<file path="config.mk">
export PLATFORM = sky130hd
export DESIGN_NAME = serial_mag_cmp
export DESIGN_NICKNAME = d
export VERILOG_FILES = /design/src/rtl/cmp_pkg.sv /design/src/rtl/cmp_step.sv /design/src/rtl/cmp_decode.sv /design/src/rtl/serial_mag_cmp.sv
export SDC_FILE = /design/constraint.sdc
export NUM_CORES = 1
export LEC_CHECK = 0
export BUFFER_PORTS_ARGS = -buffer_cell sky130_fd_sc_hd__clkbuf_2
export CORE_AREA = 2 2 39 41
export DETAILED_ROUTE_END_ITERATION = 6
export DIE_AREA = 0 0 41 43
export PLACE_DENSITY = 0.3
export SYNTH_ARGS = -nofsm -noshare
export SYNTH_HDL_FRONTEND = slang
export SYNTH_SLANG_ARGS = --single-unit
</file>
<file path="constraint.sdc">
create_clock -name clk -period 1.6 [get_ports clk]
set_clock_uncertainty 0.2 [all_clocks]
set_input_delay 0.16 -clock clk [delete_from_list [all_inputs] [get_ports clk]]
set_output_delay 0.16 -clock clk [all_outputs]
set_load 0.03 [all_outputs]
</file>
<file path="src/rtl/cmp_pkg.sv">
package cmp_pkg;
    typedef enum logic [1:0] {
        CMP_EQ  = 2'b00,
        CMP_LT  = 2'b01,
        CMP_GT  = 2'b10,
        CMP_BAD = 2'b11
    } cmp_state_e;

    typedef struct packed {
        cmp_state_e st;
    } cmp_regs_t;
endpackage

</file>
<file path="src/rtl/cmp_step.sv">
module cmp_step
    import cmp_pkg::*;
(
    input  cmp_state_e cur,
    input  logic       x_bit,
    input  logic       y_bit,
    output cmp_state_e nxt
);
    always_comb begin
        unique case (cur)
            CMP_EQ: begin
                if (x_bit && !y_bit)      nxt = CMP_GT;
                else if (!x_bit && y_bit) nxt = CMP_LT;
                else                      nxt = CMP_EQ;
            end
            CMP_LT:  nxt = CMP_LT;
            CMP_GT:  nxt = CMP_GT;
            default: nxt = CMP_EQ;
        endcase
    end
endmodule

</file>
<file path="src/rtl/cmp_decode.sv">
module cmp_decode
    import cmp_pkg::*;
(
    input  cmp_state_e st,
    output logic       lt,
    output logic       eq,
    output logic       gt
);
    always_comb begin
        lt = (st == CMP_LT);
        gt = (st == CMP_GT);
        eq = !(lt || gt);
    end
endmodule

</file>
<file path="src/rtl/serial_mag_cmp.sv">
module serial_mag_cmp
    import cmp_pkg::*;
(
    input  logic clk,
    input  logic rst,
    input  logic start,
    input  logic x_bit,
    input  logic y_bit,
    output logic x_lt_y,
    output logic x_eq_y,
    output logic x_gt_y
);
    cmp_regs_t  r_q, r_d;
    cmp_state_e base_st;
    cmp_state_e step_st;

    assign base_st = start ? CMP_EQ : r_q.st;

    cmp_step u_step (
        .cur   (base_st),
        .x_bit (x_bit),
        .y_bit (y_bit),
        .nxt   (step_st)
    );

    always_comb begin
        r_d    = r_q;
        r_d.st = step_st;
    end

    always_ff @(posedge clk) begin
        if (rst) r_q.st <= CMP_EQ;
        else     r_q    <= r_d;
    end

    cmp_decode u_dec (
        .st (r_q.st),
        .lt (x_lt_y),
        .eq (x_eq_y),
        .gt (x_gt_y)
    );

    AST_RESET_EQ: assert property (@(posedge clk) rst |=> x_eq_y);
    AST_EQ_TO_LT: assert property (@(posedge clk) disable iff (rst)
        (!start && r_q.st == CMP_EQ && !x_bit && y_bit) |=> x_lt_y);
    AST_EQ_TO_GT: assert property (@(posedge clk) disable iff (rst)
        (!start && r_q.st == CMP_EQ && x_bit && !y_bit) |=> x_gt_y);
    AST_EQ_HOLD: assert property (@(posedge clk) disable iff (rst)
        (!start && r_q.st == CMP_EQ && x_bit == y_bit) |=> x_eq_y);
    AST_LT_STICKY: assert property (@(posedge clk) disable iff (rst)
        (!start && x_lt_y) |=> x_lt_y);
    AST_GT_STICKY: assert property (@(posedge clk) disable iff (rst)
        (!start && x_gt_y) |=> x_gt_y);
    AST_START_FIRST: assert property (@(posedge clk) disable iff (rst)
        (start && x_bit == y_bit) |=> x_eq_y);
    AST_ONE_HOT: assert property (@(posedge clk)
        $countones({x_lt_y, x_eq_y, x_gt_y}) == 1);
    AST_BAD_RECOVER: assert property (@(posedge clk) disable iff (rst)
        (r_q.st == CMP_BAD) |=> (r_q.st == CMP_EQ));
endmodule

</file>
==> summary.txt, run 1 <==
Min cycle time layout -> 1.46 ns
RSZ-0062 raised after global routing -> false
Slowest CP cell -> dfxtp_1
Ys flop type -> dfxtp_1
Kind of critical path -> flop to output port
Worst setup path start -> r_q[0]
Worst-Margin Slew -> 0.214 ns
Via Count -> 130
Worst-path fanout max -> 4
Pin count of the biggest net entering global routing -> 5
RR Startpoint -> r_q[1]
Die width -> 41 µm
First-pass GRT wire length -> 379 µm
Pre-antenna DRT Iters -> 2
Synthesized flop and latch total -> 2
Layout cells sized above 1 -> 0.385
Drc violations -> 0
Post-DR wirelength/cell -> 6.60 µm
Post-CTS setup buffers -> 0
Via count of the first global-routing pass -> 105
Utilization after layout -> 0.164
Final count of negative-setup-slack endpoints -> 0
Num ports -> 8
Yosys top cell by area -> dfxtp_1
Clock Path Buffers -> 2
Worst skew pair latency -> 0.22 ns
Final Hold Viols -> 0
# rows -> 14
Syn nets -> 20
Nets -> 35
Top cell type's share of synthesized area -> 0.337
Max incr delay on CP -> 0.36 ns
Status -> completed
Post-route cell area -> 226 µm²
Num CTS Buffers -> 3
Drt total wl -> 277 µm
CP top delay family -> flip-flops
Worst Path Buf+Inv -> 2
Worst R2R Path Depth -> 2
Routed Antenna Nets -> 0
H-tree lvl count -> 1
Avg Vias per Cell -> 3.10
WP data arrival -> 1.10 ns
Placed instance area -> 174 µm²
HP Class -> input pin to flop
Leak pwr -> 0.105 nW
Commonest cells post-synth -> nand2b_1, inv_1, a221oi_1, dfxtp_1, ha_1
Crit end category -> output port
Critical Path Sink -> x_eq_y
Starting Density -> 0.0859
Worst EP required -> 1.24 ns
Post-place setup slack -> 0.348 ns
Synthesized area -> 119 µm²
Initial antenna violation count -> 0
Sink Count -> 2
Initial DRC Count -> 1
Count of cell types in the netlist -> 5
Max reg flops -> 2
Core ar. -> 1380 µm²
CTS Hold Bufs -> 3
Worst reg2reg setup slack -> 0.64 ns
Final setup margin -> 0.136 ns
Root Driver -> clkbuf_4
Clock-pin slew on the worst setup and hold paths -> 0.03 ns
Routability cong. -> 0.563
Ys Warns -> 0
GRT overflow -> 0
Tcrit/Tclk final -> 0.915
PortBufs -> 7
Max-slew violations -> 0
Layout area overhead -> 90.5%
Seq/Total Area, Yosys -> 0.337
Top post-synthesis cells by area -> dfxtp_1, ha_1, nand2b_1
PD cells -> 895 nW/µm²
Die area -> 1760 µm²
Max-Cap Viols -> 0
Cells after Synth -> 13
CTS tree -> yes
Asr flop ratio synth -> 0
Fmax -> 683 MHz
Tot GR Track Use -> 0.0411
Worst-path cell chain -> inv_1 -> ha_1 -> clkbuf_2
Hpwl dp -> 218 µm
Post-cts sizing count -> 0
Setup_tns -> 0 ns
ANT cells -> 0
Post-Syn Area per Cell -> 9.14 µm²
Largest Register -> r_q
Top Registers -> r_q x2
Worst slew margin -> 0.857
Crit start category -> flop
Final hold slack -> 0.0250 ns
Worst vdd ir -> 0.000265 V
EDFF count, synth -> 0
WP depth -> 3
Chip Height -> 43 µm
Most frequent cell after synthesis -> nand2b_1
Reg-to-reg critical path endpoint -> r_q[1]
per-stage QoR:
step                total power [mW]  cells
floorplan                     0.0795     13
global placement              0.0884     36
detailed placement            0.0898     36
CTS                            0.211     42
global route                   0.215     42
finish                         0.203     42
worst register-to-register path: cells and delay by family (launching register included):
family | cells | cell delay [ns]
DFF | 1 | 0.37
AOI/OAI and AO/OA | 1 | 0.22
and+or+nand+nor | 1 | 0.07
worst min-delay path by stage:
stage                  end  depth (start not counted)  slack (ns)   from
floorplan           r_q[0]                          1        0.04    rst
global placement    r_q[0]                          2        0.15    rst
detailed placement  r_q[0]                          2        0.15    rst
CTS                 r_q[0]                          3        0.01  start
global route        r_q[0]                          3        0.04  start
finish              r_q[1]                          3        0.03  start
power breakdown:
| group | internal, mW | total (mW) | switching, mW |
|---|---|---|---|
| Clock | 0.0825 | 0.109 | 0.0261 |
| Combinational | 0.0174 | 0.0380 | 0.0206 |
| Sequential | 0.0532 | 0.0561 | 0.00292 |
cell families (layout without fill, tap and decap cells):
logic type / count (synthesis) / in the layout / synth area share
AOI/OAI and AO/OA: 2 / 2 / 0.147
adders and majority gates: 2 / 2 / 0.210
buffers and inverters: 3 / 16 / 0.0947
DFF: 2 / 2 / 0.337
and+or+nand+nor: 4 / 4 / 0.210
layer usage:
metal,vias to the layer above,part of all wire,global-route usage
met4,0,0.029,0.0600
li1,69,-,-
met2,8,0.34,0.0344
met3,2,0.21,0.0524
met5,-,0,0
met1,51,0.43,0.0353
cell type report:
| type | count | area, µm² |
|---|---|---|
| clock buffer | 3 | 22.5 |
| fill | 156 | 1160 |
| inverter | 3 | 11.3 |
| multi-input combinational | 8 | 67.6 |
| sequential | 2 | 40.0 |
| tap | 16 | 20.0 |
| timing repair buffer | 10 | 65.1 |
cell usage in the layout (no fill, tap or decap), drive strengths merged:
master       count
a221oi           2
clkbuf          10
dfxtp            2
dlygate4sd3      3
ha               2
inv              3
nand2b           4
Power figures use the tool's default switching activity.
==> run 2: changes to the inputs <==
--- a/config.mk
+++ b/config.mk
@@ -6,10 +6,12 @@
 export NUM_CORES = 1
 export LEC_CHECK = 0
 export BUFFER_PORTS_ARGS = -buffer_cell sky130_fd_sc_hd__clkbuf_2
+export CELL_PAD_IN_SITES_DETAIL_PLACEMENT = 0
+export CELL_PAD_IN_SITES_GLOBAL_PLACEMENT = 1
 export CORE_AREA = 2 2 39 41
 export DETAILED_ROUTE_END_ITERATION = 6
 export DIE_AREA = 0 0 41 43
-export PLACE_DENSITY = 0.3
+export PLACE_DENSITY = 0.38
 export SYNTH_ARGS = -nofsm -noshare
 export SYNTH_HDL_FRONTEND = slang
 export SYNTH_SLANG_ARGS = --single-unit
==> run 2 against run 1 <==
The flow now finishes with violations (hold timing); critical path depth did not move; die area did not move; worst setup slack got worse by 0.0066 ns; clock-buffer cell count did not move; power rose by 0.58%; hold slack got worse by 0.025 ns; combinational power fell by 9.5%; wire length rose by 2.2%; clock power rose by 4%; non-clock buffer count fell by 2; critical path type unchanged; critical endpoint unchanged.
==> summary.txt, run 2 (synthesis gave the netlist of run 1 again) <==
Status -> complete, but fails checks (was completed)
Violated checks -> hold timing
Avg Vias per Cell -> 3.08 (was 3.10)
Worst reg2reg setup slack -> 0.62 ns (was 0.64 ns)
Core ar. -> 1380 µm² (unchanged)
Worst R2R Path Depth -> 2 (unchanged)
Worst Hold Depth -> 3 (unchanged)
Final Non-Filler Cells -> 40 (was 42)
Initial antenna violation count -> 0 (unchanged)
Crit start category -> flop (unchanged)
Crit end category -> output port (unchanged)
Tot GR Track Use -> 0.0501 (was 0.0411)
Reg-to-reg critical path endpoint -> r_q[0] (was r_q[1])
Kind of critical path -> flop to output port (unchanged)
Pre-antenna DRT Iters -> 1 (was 2)
Tot Pwr -> 204 µW (was 203 µW)
PortBufs -> 7 (unchanged)
Placed Cells incl. Taps -> 36 (unchanged)
Worst Path Buf+Inv -> 2 (unchanged)
Tcrit/Tclk final -> 0.919 (was 0.915)
Clock-pin slew on the worst setup and hold paths -> 0.03 ns (about the same)
Layout cells sized above 1 -> 0.417 (was 0.385)
Fmax -> 680 MHz (was 683 MHz)
Drt total wl -> 283 µm (was 277 µm)
Starting Density -> 0.0859 (unchanged)
ANT cells -> 0 (unchanged)
Worst-path fanout max -> 4 (unchanged)
Post-DR wirelength/cell -> 7.08 µm (was 6.60 µm)
Final hold slack -> -0.000355 ns (was 0.0250 ns)
# rows -> 14 (unchanged)
Leak pwr -> 0.0971 nW (was 0.105 nW)
Commonest non-fill, non-tap cell in the layout -> clkbuf_2 (unchanged)
Final count of negative-setup-slack endpoints -> 0 (unchanged)
RR Startpoint -> r_q[0] (was r_q[1])
Min cycle time layout -> 1.47 ns (was 1.46 ns)
Final setup margin -> 0.129 ns (was 0.136 ns)
Num ports -> 8 (unchanged)
Largest Register -> r_q (unchanged)
Routability cong. -> 0.489 (was 0.563)
Via Count -> 123 (was 130)
Root Driver -> clkbuf_4 (unchanged)
RSZ-0062 raised after global routing -> false (unchanged)
Max-slew violations -> 0 (unchanged)
Max reg flops -> 2 (unchanged)
Post-place setup slack -> 0.354 ns (was 0.348 ns)
Commonest cells after routing, fill and taps aside -> clkbuf_2, nand2b_1, inv_1, clkbuf_4 (was clkbuf_2, nand2b_1, inv_1, clkbuf_4, dlygate4sd3_1)
CTS tree -> yes (unchanged)
WP data arrival -> 1.11 ns (was 1.10 ns)
CP top delay family -> flip-flops (unchanged)
PD cells -> 987 nW/µm² (was 895 nW/µm²)
HP Class -> input pin to flop (unchanged)
Worst-Margin Slew -> 0.235 ns (was 0.214 ns)
Worst EP required -> 1.24 ns (about the same)
Sink Count -> 2 (unchanged)
H-tree lvl count -> 1 (unchanged)
Chip Height -> 43 µm (unchanged)
Routed Antenna Nets -> 0 (unchanged)
First-pass GRT wire length -> 503 µm (was 379 µm)
Drc violations -> 0 (unchanged)
Slowest CP cell -> dfxtp_1 (unchanged)
Worst Hold Path EP -> r_q[1] (unchanged)
Die width -> 41 µm (unchanged)
Worst skew pair latency -> 0.23 ns (was 0.22 ns)
Worst vdd ir -> 0.000122 V (was 0.000265 V)
Layout area overhead -> 73.7% (was 90.5%)
Die area -> 1760 µm² (unchanged)
Top Registers -> r_q x2 (unchanged)
Final Hold Viols -> 1 (was 0)
Max incr delay on CP -> 0.36 ns (about the same)
Via count of the first global-routing pass -> 130 (was 105)
Hold_sp -> x_bit (was start)
Clock Path Buffers -> 2 (unchanged)
Worst-path cell chain -> inv_1 -> ha_1 -> clkbuf_2 (unchanged)
GRT overflow -> 0 (unchanged)
Nets -> 33 (was 35)
Pin count of the biggest net entering global routing -> 5 (unchanged)
Worst slew margin -> 0.843 (was 0.857)
Max-Cap Viols -> 0 (unchanged)
Num CTS Buffers -> 3 (unchanged)
Initial DRC Count -> 0 (was 1)
Setup_tns -> 0 ns (unchanged)
## run 2: cell count changes in the layout (fill, tap and decap cells not counted), sizes merged
cell,change
dlygate4sd3,-2
## run 2: tightest hold or removal path, delay by kind of cell
family                 cells  cell delay (ns)
AO/OA/AOI/OAI              1             0.07
AND/OR/NAND/NOR            1             0.06
buffers and inverters      1             0.09
## run 2: how the worst max path moves through the flow
stage                start  endpoint  slack (ns)  cells after the start
finish              r_q[0]    x_eq_y        0.13                      3
global route        r_q[0]    x_eq_y        0.04                      3
CTS                 r_q[0]    x_eq_y        0.11                      3
detailed placement  r_q[0]    x_eq_y        0.35                      3
global placement    r_q[0]    x_eq_y        0.37                      3
floorplan           r_q[0]    x_eq_y        0.43                      2
## run 2: repair_timing
action                    in CTS  in global routing
hold buffers                   1                  0
gates resized for setup        0                  0
hold endpoints to repair       2                  0
buffers inserted               0                  0
## run 2: routing by layer
metal	global-route usage	part of all wire	vias up
li1	-	-	65
met1	0.0541	0.40	46
met2	0.0438	0.33	10
met3	0.0366	0.23	2
met4	0.0800	0.039	0
met5	0	0	-
## run 2: cell type report
class                   instances  area, µm²
clock buffers                   3       22.5
repair buffers                  8       45.0
flip-flops and latches          2       40.0
multi-input cells               8       67.6
well taps                      16       20.0
fillers                       153       1180
inverters                       3       11.3
## run 2: where the power goes
group	internal, mW	switching [mW]
Combinational	0.0141	0.0203
Clock	0.0829	0.0306
Sequential	0.0531	0.00283
Total	0.150	0.0537
## run 2: metrics by stage
| stage | instance area, µm² | hold slack (ns) | util |
|---|---|---|---|
| after floorplan | 119 | 0.0387 | - |
| after global placement | 174 | 0.150 | 0.126 |
| after detailed placement | 174 | 0.148 | 0.126 |
| after CTS | 206 | 0.000255 | 0.149 |
| after global routing | 206 | 0.0308 | 0.149 |
| final | 206 | -0.000355 | 0.149 |
